<file path="src/rtl/port_irq_pkg.sv">
package port_irq_pkg;
    localparam int REG_W    = 8;
    localparam int BIT_MODE = 0;
    localparam int BIT_IE   = 1;
    localparam int BIT_ACK  = 2;
    localparam int BIT_FLAG = 3;

    typedef enum logic {
        ST_CLEAR   = 1'b0,
        ST_PENDING = 1'b1
    } flag_state_e;
endpackage

</file>
<file path="src/rtl/pin_sync.sv">
module pin_sync #(
    parameter int NPINS = 8
) (
    input  logic             clk,
    input  logic             rst_n,
    input  logic [NPINS-1:0] pin_in,
    output logic [NPINS-1:0] smp_now,
    output logic [NPINS-1:0] smp_prev
);
    genvar gi;
    generate
        for (gi = 0; gi < NPINS; gi++) begin : g_pin
            logic meta_q, sync_q, prev_q;
            always_ff @(posedge clk) begin
                if (!rst_n) begin
                    meta_q <= 1'b0;
                    sync_q <= 1'b0;
                    prev_q <= 1'b0;
                end else begin
                    meta_q <= pin_in[gi];
                    sync_q <= meta_q;
                    prev_q <= sync_q;
                end
            end
            assign smp_now[gi]  = sync_q;
            assign smp_prev[gi] = prev_q;
        end
    endgenerate
endmodule

</file>
<file path="src/rtl/pin_detect.sv">
module pin_detect #(
    parameter int NPINS = 8
) (
    input  logic [NPINS-1:0] smp_now,
    input  logic [NPINS-1:0] smp_prev,
    input  logic [NPINS-1:0] pin_en,
    input  logic [NPINS-1:0] pin_pol,
    input  logic             level_mode,
    output logic             detect_any
);
    logic [NPINS-1:0] act_now;
    logic [NPINS-1:0] edge_hit;

    genvar gi;
    generate
        for (gi = 0; gi < NPINS; gi++) begin : g_det
            logic act_prev;
            assign act_now[gi]  = pin_en[gi] & (smp_now[gi] == pin_pol[gi]);
            assign act_prev     = pin_en[gi] & (smp_prev[gi] == pin_pol[gi]);
            assign edge_hit[gi] = act_now[gi] & ~act_prev;
        end
    endgenerate

    assign detect_any = (|edge_hit) | (level_mode & (|act_now));
endmodule

</file>
<file path="src/rtl/flag_fsm.sv">
module flag_fsm
    import port_irq_pkg::*;
(
    input  logic clk,
    input  logic rst_n,
    input  logic detect,
    input  logic ack,
    output logic flag
);
    flag_state_e state_q, state_d;

    always_comb begin
        state_d = state_q;
        unique case (state_q)
            ST_CLEAR:   if (detect) state_d = ST_PENDING;          // T_DETECT
            ST_PENDING: if (ack && !detect) state_d = ST_CLEAR;    // T_ACK
            default:    state_d = ST_CLEAR;
        endcase
    end

    always_ff @(posedge clk) begin
        if (!rst_n) state_q <= ST_CLEAR;
        else        state_q <= state_d;
    end

    always_comb begin
        unique case (state_q)
            ST_PENDING: flag = 1'b1;
            default:    flag = 1'b0;
        endcase
    end
endmodule

</file>
<file path="src/rtl/ctrl_reg.sv">
module ctrl_reg
    import port_irq_pkg::*;
(
    input  logic       clk,
    input  logic       rst_n,
    input  logic       wr,
    input  logic       wr_ie,
    input  logic       wr_mode,
    input  logic       flag,
    output logic       ie,
    output logic       mode,
    output logic [REG_W-1:0] rdata
);
    always_ff @(posedge clk) begin
        if (!rst_n) begin
            ie   <= 1'b0;
            mode <= 1'b0;
        end else if (wr) begin
            ie   <= wr_ie;
            mode <= wr_mode;
        end
    end

    always_comb begin
        rdata           = '0;
        rdata[BIT_FLAG] = flag;
        rdata[BIT_IE]   = ie;
        rdata[BIT_MODE] = mode;
    end
endmodule

</file>
<file path="src/rtl/port_irq_detect.sv">
module port_irq_detect
    import port_irq_pkg::*;
#(
    parameter int NPINS = 8
) (
    input  logic             clk,
    input  logic             rst_n,
    input  logic             reg_wr,
    input  logic [7:0]       reg_wdata,
    output logic [7:0]       reg_rdata,
    input  logic [NPINS-1:0] pin_in,
    input  logic [NPINS-1:0] pin_en,
    input  logic [NPINS-1:0] pin_pol,
    output logic             irq
);
    logic [NPINS-1:0] smp_now, smp_prev;
    logic detect_any, flag, ie, mode, ack;

    assign ack = reg_wr & reg_wdata[BIT_ACK];

    pin_sync #(.NPINS(NPINS)) u_sync (
        .clk(clk), .rst_n(rst_n), .pin_in(pin_in),
        .smp_now(smp_now), .smp_prev(smp_prev)
    );

    pin_detect #(.NPINS(NPINS)) u_det (
        .smp_now(smp_now), .smp_prev(smp_prev), .pin_en(pin_en),
        .pin_pol(pin_pol), .level_mode(mode), .detect_any(detect_any)
    );

    flag_fsm u_fsm (
        .clk(clk), .rst_n(rst_n), .detect(detect_any), .ack(ack), .flag(flag)
    );

    ctrl_reg u_ctrl (
        .clk(clk), .rst_n(rst_n), .wr(reg_wr),
        .wr_ie(reg_wdata[BIT_IE]), .wr_mode(reg_wdata[BIT_MODE]),
        .flag(flag), .ie(ie), .mode(mode), .rdata(reg_rdata)
    );

    assign irq = flag & ie;
endmodule

</file>
<file path="config.mk">
export PLATFORM = sky130hd
export DESIGN_NAME = port_irq_detect
export DESIGN_NICKNAME = d
export VERILOG_FILES = /design/src/rtl/port_irq_pkg.sv /design/src/rtl/pin_sync.sv /design/src/rtl/pin_detect.sv /design/src/rtl/flag_fsm.sv /design/src/rtl/ctrl_reg.sv /design/src/rtl/port_irq_detect.sv
export SDC_FILE = /design/constraint.sdc
export NUM_CORES = 1
export LEC_CHECK = 0
export ABC_CLOCK_PERIOD_IN_PS = 3200
export BUFFER_PORTS_ARGS = -buffer_cell sky130_fd_sc_hd__buf_4
export CAP_MARGIN = 10
export CORE_ASPECT_RATIO = 0.75
export CORE_MARGIN = 2
export CORE_UTILIZATION = 45
export CTS_CLUSTER_SIZE = 30
export DETAILED_ROUTE_END_ITERATION = 8
export HOLD_SLACK_MARGIN = 0.06
export PLACE_DENSITY = 0.81
export SLEW_MARGIN = 25
export SYNTH_ARGS = -nofsm -noshare
export SYNTH_HDL_FRONTEND = slang
export SYNTH_SLANG_ARGS = --single-unit
</file>
<file path="constraint.sdc">
create_clock -name clk -period 3.2 [get_ports clk]
set_input_delay 0.16 -clock clk [delete_from_list [all_inputs] [get_ports clk]]
set_output_delay 0.16 -clock clk [all_outputs]
set_load 0.01 [all_outputs]
</file>
# [Word level (Yosys, flattened, before mapping)]
# Index checks and enable logic that the tools add are counted.
[op_classes] addsub=0 mul=0 n_div=0 order_cmp=0 eq_ne=16 shifts=0 mux=4 bitwise=37 reduce_logical=4
[ops] cell="$and 1x1->1" count=27
[ops] cell="$eq 1x1->1" count=16
[ops] cell="$reduce_or 8->1" count=2
[ops] cell="$not 1->1" count=9
[ops] cell="$mux 1" count=3
[ops] cell="$pmux 1 s2" count=1
[ops] cell="$logic_and 1x1->1" count=1
[ops] cell="$logic_not 1->1" count=1
[ops] cell="$or 1x1->1" count=1
[word_totals] register_bits=27 latch_bits=0 ram_bits=0 romBits=0 input_bits=35 n_memories=0

# [Longest topological paths before layout]
[logic_depth] word_depth=10 depth_mapped=4 ltp_nobuf=4

# [Modules after synthesis]
# Synthesis repeated with hierarchy kept, for this count alone.
[unflattened] hier_cells=127 hier_area_um2=1287.5
[modules_own_cells] module="pin_sync" n_inst=1 cells_per_inst=66 area_per_inst_um2=795.8 seq_area_each_um2=480.5
[modules_own_cells] module="pin_detect" n_inst=1 cells_per_inst=41 area_per_inst_um2=301.5 seq_area_each_um2=0.0
[modules_own_cells] module="ctrl_reg" n_inst=1 cells_per_inst=15 area_per_inst_um2=136.4 seq_area_each_um2=40.0
[modules_own_cells] module="flag_fsm" n_inst=1 cells_per_inst=3 area_per_inst_um2=41.3 seq_area_each_um2=20.0
[modules_own_cells] module="port_irq_detect" n_inst=1 cells_per_inst=2 area_per_inst_um2=12.5 seq_area_each_um2=0.0

# [Worst setup path before layout]
# OpenSTA, ideal clock, no wires.
[synth_timing] kind="register to register" from="reg u_sync.g_pin[1].sync_q" to="reg u_fsm.state_q" arrival_ns=1.118 t_required_ns=3.075 path_slack_ns=1.957 stages_incl_launch_ff=5 n_path_buf=0 period_less_slack_ns=1.243 path_cell_list="dfxtp_1 > nand2b_1 > o22ai_1 > a22o_1 > o41a_1"
[synth_between] elab_chain_len=9 word_cells_on_any_way=12 cone_classes="1 x eq/ne; 3 x mux; 4 x bitwise; 4 x reduce/logical"
[synth_rtl] item="start: declaration" line="pin_sync.sv:13" text="logic meta_q, sync_q, prev_q;"
[synth_rtl] item="start signal: assignment" line="pin_sync.sv:21" text="sync_q <= meta_q;"
[synth_rtl] item="$eq 1x1->1 (*)" line="pin_detect.sv:18" text="assign act_now[gi] = pin_en[gi] & (smp_now[gi] == pin_pol[gi]);"
[synth_rtl] item="$and 1x1->1 (*)" line="pin_detect.sv:18"
[synth_rtl] item="$and 1x1->1 / $reduce_or 8->1 (equally long branches)" line="pin_detect.sv:20, pin_detect.sv:24"
[synth_rtl] item="$reduce_or 8->1 / $and 1x1->1 (equally long branches)" line="pin_detect.sv:24" text="assign detect_any = (|edge_hit) | (level_mode & (|act_now));"
[synth_rtl] item="$or 1x1->1 (*)" line="pin_detect.sv:24"
[synth_rtl] item="$logic_not 1->1" line="flag_fsm.sv:16" text="ST_PENDING: if (ack && !detect) state_d = ST_CLEAR;"
[synth_rtl] item="$logic_and 1x1->1" line="flag_fsm.sv:16"
[synth_rtl] item="$mux 1" line="flag_fsm.sv:16"
[synth_rtl] item="$pmux 1 s2 (*)" line="flag_fsm.sv:14" text="unique case (state_q)"
[synth_rtl] item="end signal: assignment" line="flag_fsm.sv:23" text="else state_q <= state_d;"
[synth_rtl] item="end: declaration" line="flag_fsm.sv:10" text="flag_state_e state_q, state_d;"
# Mark *: on every way between the ends. The rest lies on a longest branch, timed or not.
# A chain may end at the register's enable or synchronous reset.

# [Final worst setup path]
[layout_timing] from="reg u_sync.g_pin[5].sync_q" to="reg u_fsm.state_q"
[layout_between] elab_chain_len=9 word_cells_on_any_way=12 cone_classes="1 x eq/ne; 3 x mux; 4 x bitwise; 4 x reduce/logical"
[layout_rtl] item="start: declaration" line="pin_sync.sv:13"
[layout_rtl] item="start signal: assignment" line="pin_sync.sv:21"
[layout_rtl] item="$eq 1x1->1 (*)" line="pin_detect.sv:18"
[layout_rtl] item="$and 1x1->1 (*)" line="pin_detect.sv:18"
[layout_rtl] item="$and 1x1->1 / $reduce_or 8->1 (equally long branches)" line="pin_detect.sv:20, pin_detect.sv:24"
[layout_rtl] item="$reduce_or 8->1 / $and 1x1->1 (equally long branches)" line="pin_detect.sv:24"
[layout_rtl] item="$or 1x1->1 (*)" line="pin_detect.sv:24"
[layout_rtl] item="$logic_not 1->1" line="flag_fsm.sv:16"
[layout_rtl] item="$logic_and 1x1->1" line="flag_fsm.sv:16"
[layout_rtl] item="$mux 1" line="flag_fsm.sv:16"
[layout_rtl] item="$pmux 1 s2 (*)" line="flag_fsm.sv:14"
# Marked as above.

==> metrics.md <==
| Metric | Value |
|---|---|
| Status | `finished clean` |
| Most common cell after layout, fill and taps aside | `buf_4` |
| Ys flop type | `dfxtp_1` |
| DRT Pass-1 Iters | `4` |
| CP max FO | `4` |
| Die Span X | `61.57 um` |
| Final WL | `approximately 2 mm` |
| # DRC | `0` |
| Post-synth EDFFs | `0` |
| PwrDens | `~410 mW/mm^2` |
| Synth async-reset ratio | `0%` |
| Count of cell types in the netlist | `28` |
| Flop pwr share | `between 50% and 60%` |
| Post-synthesis cell count | `111` |
| Hold Path End | `u_ctrl.ie$_SDFFE_PN0P_` |
| Initial antenna violation count | `0` |
| Worst Hold Depth | `3` |
| Critical Path Max Stage Delay | `0.40 ns` |
| RSZ-0062 raised after global routing | `false` |
| CTS Root Cell | `clkbuf_4` |
| Synth-to-layout area growth | `31.21%` |
| Max VDD drop | `between 300 and 400 uV` |
| Final nets | `186` |
| Clk slew on worst S/H paths | `0.15 ns` |
| Post-synthesis sequential area ratio | `~48%` |
| Row cnt | `15` |
| Combinational share of power | `15.0%` |
| Power Internal | `0.0004598 W` |
| Net Sw Frac | `approximately 24%` |
| Finished Cell Area | `0.001468 sq mm` |
| Layout cells sized above 1 | `27.33%` |
| Aggregate global routing overflow | `0` |
| I/O pins | `44` |
| Tot Pwr | `~0.00061 W` |
| Max-cap viol count | `0` |
| Met2 Routed Length | `972 um` |
| Clock share of power | `25.8%` |
| Avg Cell Area, Syn | `approximately 10 sq um` |
| CP top delay family | `compound AO/OA/AOI/OAI gates` |
| Vias | `853` |
| Max frequency | `739.3 MHz` |
| Post-route ant nets | `0` |
| Worst setup SP type | `flip-flop` |
| N_diodes | `0` |
| CP Data Required Time | `3.44 ns` |
| Total length of routed met3 wires | `156 um` |
| Placed Cells | `roughly 170` |
| Initial Util | `48.06%` |
| Setup Fix Bufs, Post-CTS | `0` |
| Reg2reg setup slack | `between 1.5 and 2 ns` |
| Psw | `0.0001491 W` |
| Vias in the first global route | `a little over 800` |
| Final hold violations | `0` |
| Pin count of the biggest net entering global routing | `28` |
| CTS Buf Count | `3` |
| Vias per Instance | `4.636` |
| Worst R2R Start | `u_sync.g_pin[5].sync_q$_SDFF_PN0_` |
| CTS tree | `done` |
| Crit-path slowest cell | `o41a_1` |
| Ys Warns | `0` |
| Number of buffers and inverters on the critical path | `0` |
| Most frequent cells in the layout | `buf_4 (33), dfxtp_1 (27), and2_1 (24), xnor2_1 (8), dlygate4sd3_1 (8)` |
| Final setup TNS | `0 ns` |
| DP Wirelength | `1.554 mm` |
| Kind of critical path | `reg -> reg` |
| Met1 WL | `880 um` |
| CTS max path bufs | `2` |
| DR top layer | `met4` |
| Final Critical Period | `1.353 ns` |
| Chip Height | `47.18 um` |
| Full die area | `roughly 0.0029 sq mm` |
| Global-route wire length before repair | `3.236 mm` |
| Flops & latches, synth | `27` |
| Endpoint type of the worst setup path | `flip-flop` |
| Clock Skew | `0.004635 ns` |
| Final setup fails | `0` |
| Worst Hold Class | `in -> reg` |
| Post-DP Area | `about 0.0014 sq mm` |
| Finished Layout Cells | `184` |
| DR WL/cell | `~11 um` |
| Clk Latency, worst-skew pair | `0.34 ns` |
| First DRT Iteration DRCs | `34` |
| Htree depth | `1` |
| Total Routing Usage GR | `about 16%` |
| Origin of the worst min-delay path | `reg_wdata[1]` |
| Core footprint | `0.002327 sq mm` |
| Final period util | `42.27%` |
| CTS sink cnt | `27` |
| Worst path cell trace | `and4b_1 > a31oi_1 > nand4_1 > o41a_1` |
| Port Buffers | `33` |
| Utilization after layout | `between 60% and 70%` |
| R2R depth | `4` |
| Slew Limit Fails | `0` |
| Cell Area, Synth | `0.001119 sq mm` |
| Capturing point of the worst reg2reg path | `u_fsm.state_q$_SDFF_PN0_` |
| Worst Path Arrival | `1.59 ns` |
| P_leak | `between 0.6 and 0.7 nW` |
| RePlAce Congestion | `0.6958` |
==> flip-flops by register name (all words and copies together) (netlist names) <==
name / count
u_sync.g_pin.meta_q: 8
u_sync.g_pin.prev_q: 8
u_sync.g_pin.sync_q: 8
u_ctrl.ie: 1
u_ctrl.mode: 1
u_fsm.state_q: 1
==> how the worst max path moves through the flow <==
stage / from / endpoint / slack, ns / cells after the start
floorplan: u_sync.g_pin[1].sync_q$_SDFF_PN0_ / u_fsm.state_q$_SDFF_PN0_ / 1.96 / 4
global placement: u_sync.g_pin[5].sync_q$_SDFF_PN0_ / u_fsm.state_q$_SDFF_PN0_ / 1.88 / 4
detailed placement: u_sync.g_pin[5].sync_q$_SDFF_PN0_ / u_fsm.state_q$_SDFF_PN0_ / 1.86 / 4
CTS: u_sync.g_pin[5].sync_q$_SDFF_PN0_ / u_fsm.state_q$_SDFF_PN0_ / 1.83 / 4
global route: u_sync.g_pin[5].sync_q$_SDFF_PN0_ / u_fsm.state_q$_SDFF_PN0_ / 1.76 / 4
finish: u_sync.g_pin[5].sync_q$_SDFF_PN0_ / u_fsm.state_q$_SDFF_PN0_ / 1.85 / 4
==> cell usage after synthesis, drive strengths merged, types with 3 or more instances <==
cell type | instances | area share (%)
buf | 8 | 5.4
xnor2 | 8 | 6.3
and4b | 3 | 2.7
nand2 | 4 | 1.3
a31oi | 3 | 1.7
a22oi | 4 | 3.6
dfxtp | 27 | 48
nor2 | 4 | 1.3
and2 | 25 | 14
==> layout make-up <==
cell class | count | area (sq um)
fill | 202 | 859.6
multi-input combinational | 77 | 521.8
clock buffer | 3 | 22.52
clock inverter | 1 | 8.758
inverter | 1 | 3.754
tap | 34 | 42.54
sequential | 27 | 540.5
timing repair buffer | 41 | 327.8
==> timing repair <==
item	4_1_cts	5_1_grt
resized for setup	0	0
endpoints found under the hold margin	8	0
hold buffers	8	0
==> logic make-up (layout without fill, tap and decap cells) <==
family          Yosys count  count (layout)  share of synthesized area, %
xor+xnor                  8               8                         6.264
buf+inv                  11              46                         6.376
mux                       2               2                         1.790
flops                    27              27                         48.32
other cells               1               5                        0.3352
compound gates           14              14                         9.843
simple gates             48              48                         27.07
==> tightest hold or removal path, delay by kind of cell <==
family	cells	cell delay (ns)
buffers and inverters	1	0.08
muxes	1	0.05
and+or+nand+nor	1	0.09
==> power groups by stage <==
| stage | Combinational, W | Sequential [W] | Clock, W |
|---|---|---|---|
| 3_3_place_gp | 0.0000817 | 0.000366 | 0 |
| 3_5_place_dp | 0.0000846 | 0.000368 | 0 |
| 6_report | 0.0000915 | 0.000360 | 0.000157 |
| 2_1_floorplan | 0.0000488 | 0.000365 | 0 |
| 5_1_grt | 0.000102 | 0.000362 | 0.000172 |
| 4_1_cts | 0.0000924 | 0.000360 | 0.000160 |
==> metal layers <==
layer  track usage [%]  vias to the layer above
li1                  -                      444
met1             16.72                      374
met2             29.47                       33
met3             5.510                        2
met4             3.830                        0
met5                 0                        -
==> through the flow <==
stage          hold WS (ns)  worst slack, ns
2_1_floorplan        0.2873            1.957
3_3_place_gp         0.3680            1.884
3_5_place_dp         0.3721            1.860
4_1_cts             0.07493            1.826
5_1_grt             0.09592            1.761
6_report            0.07153            1.847
(Power assumes the default switching activity.)
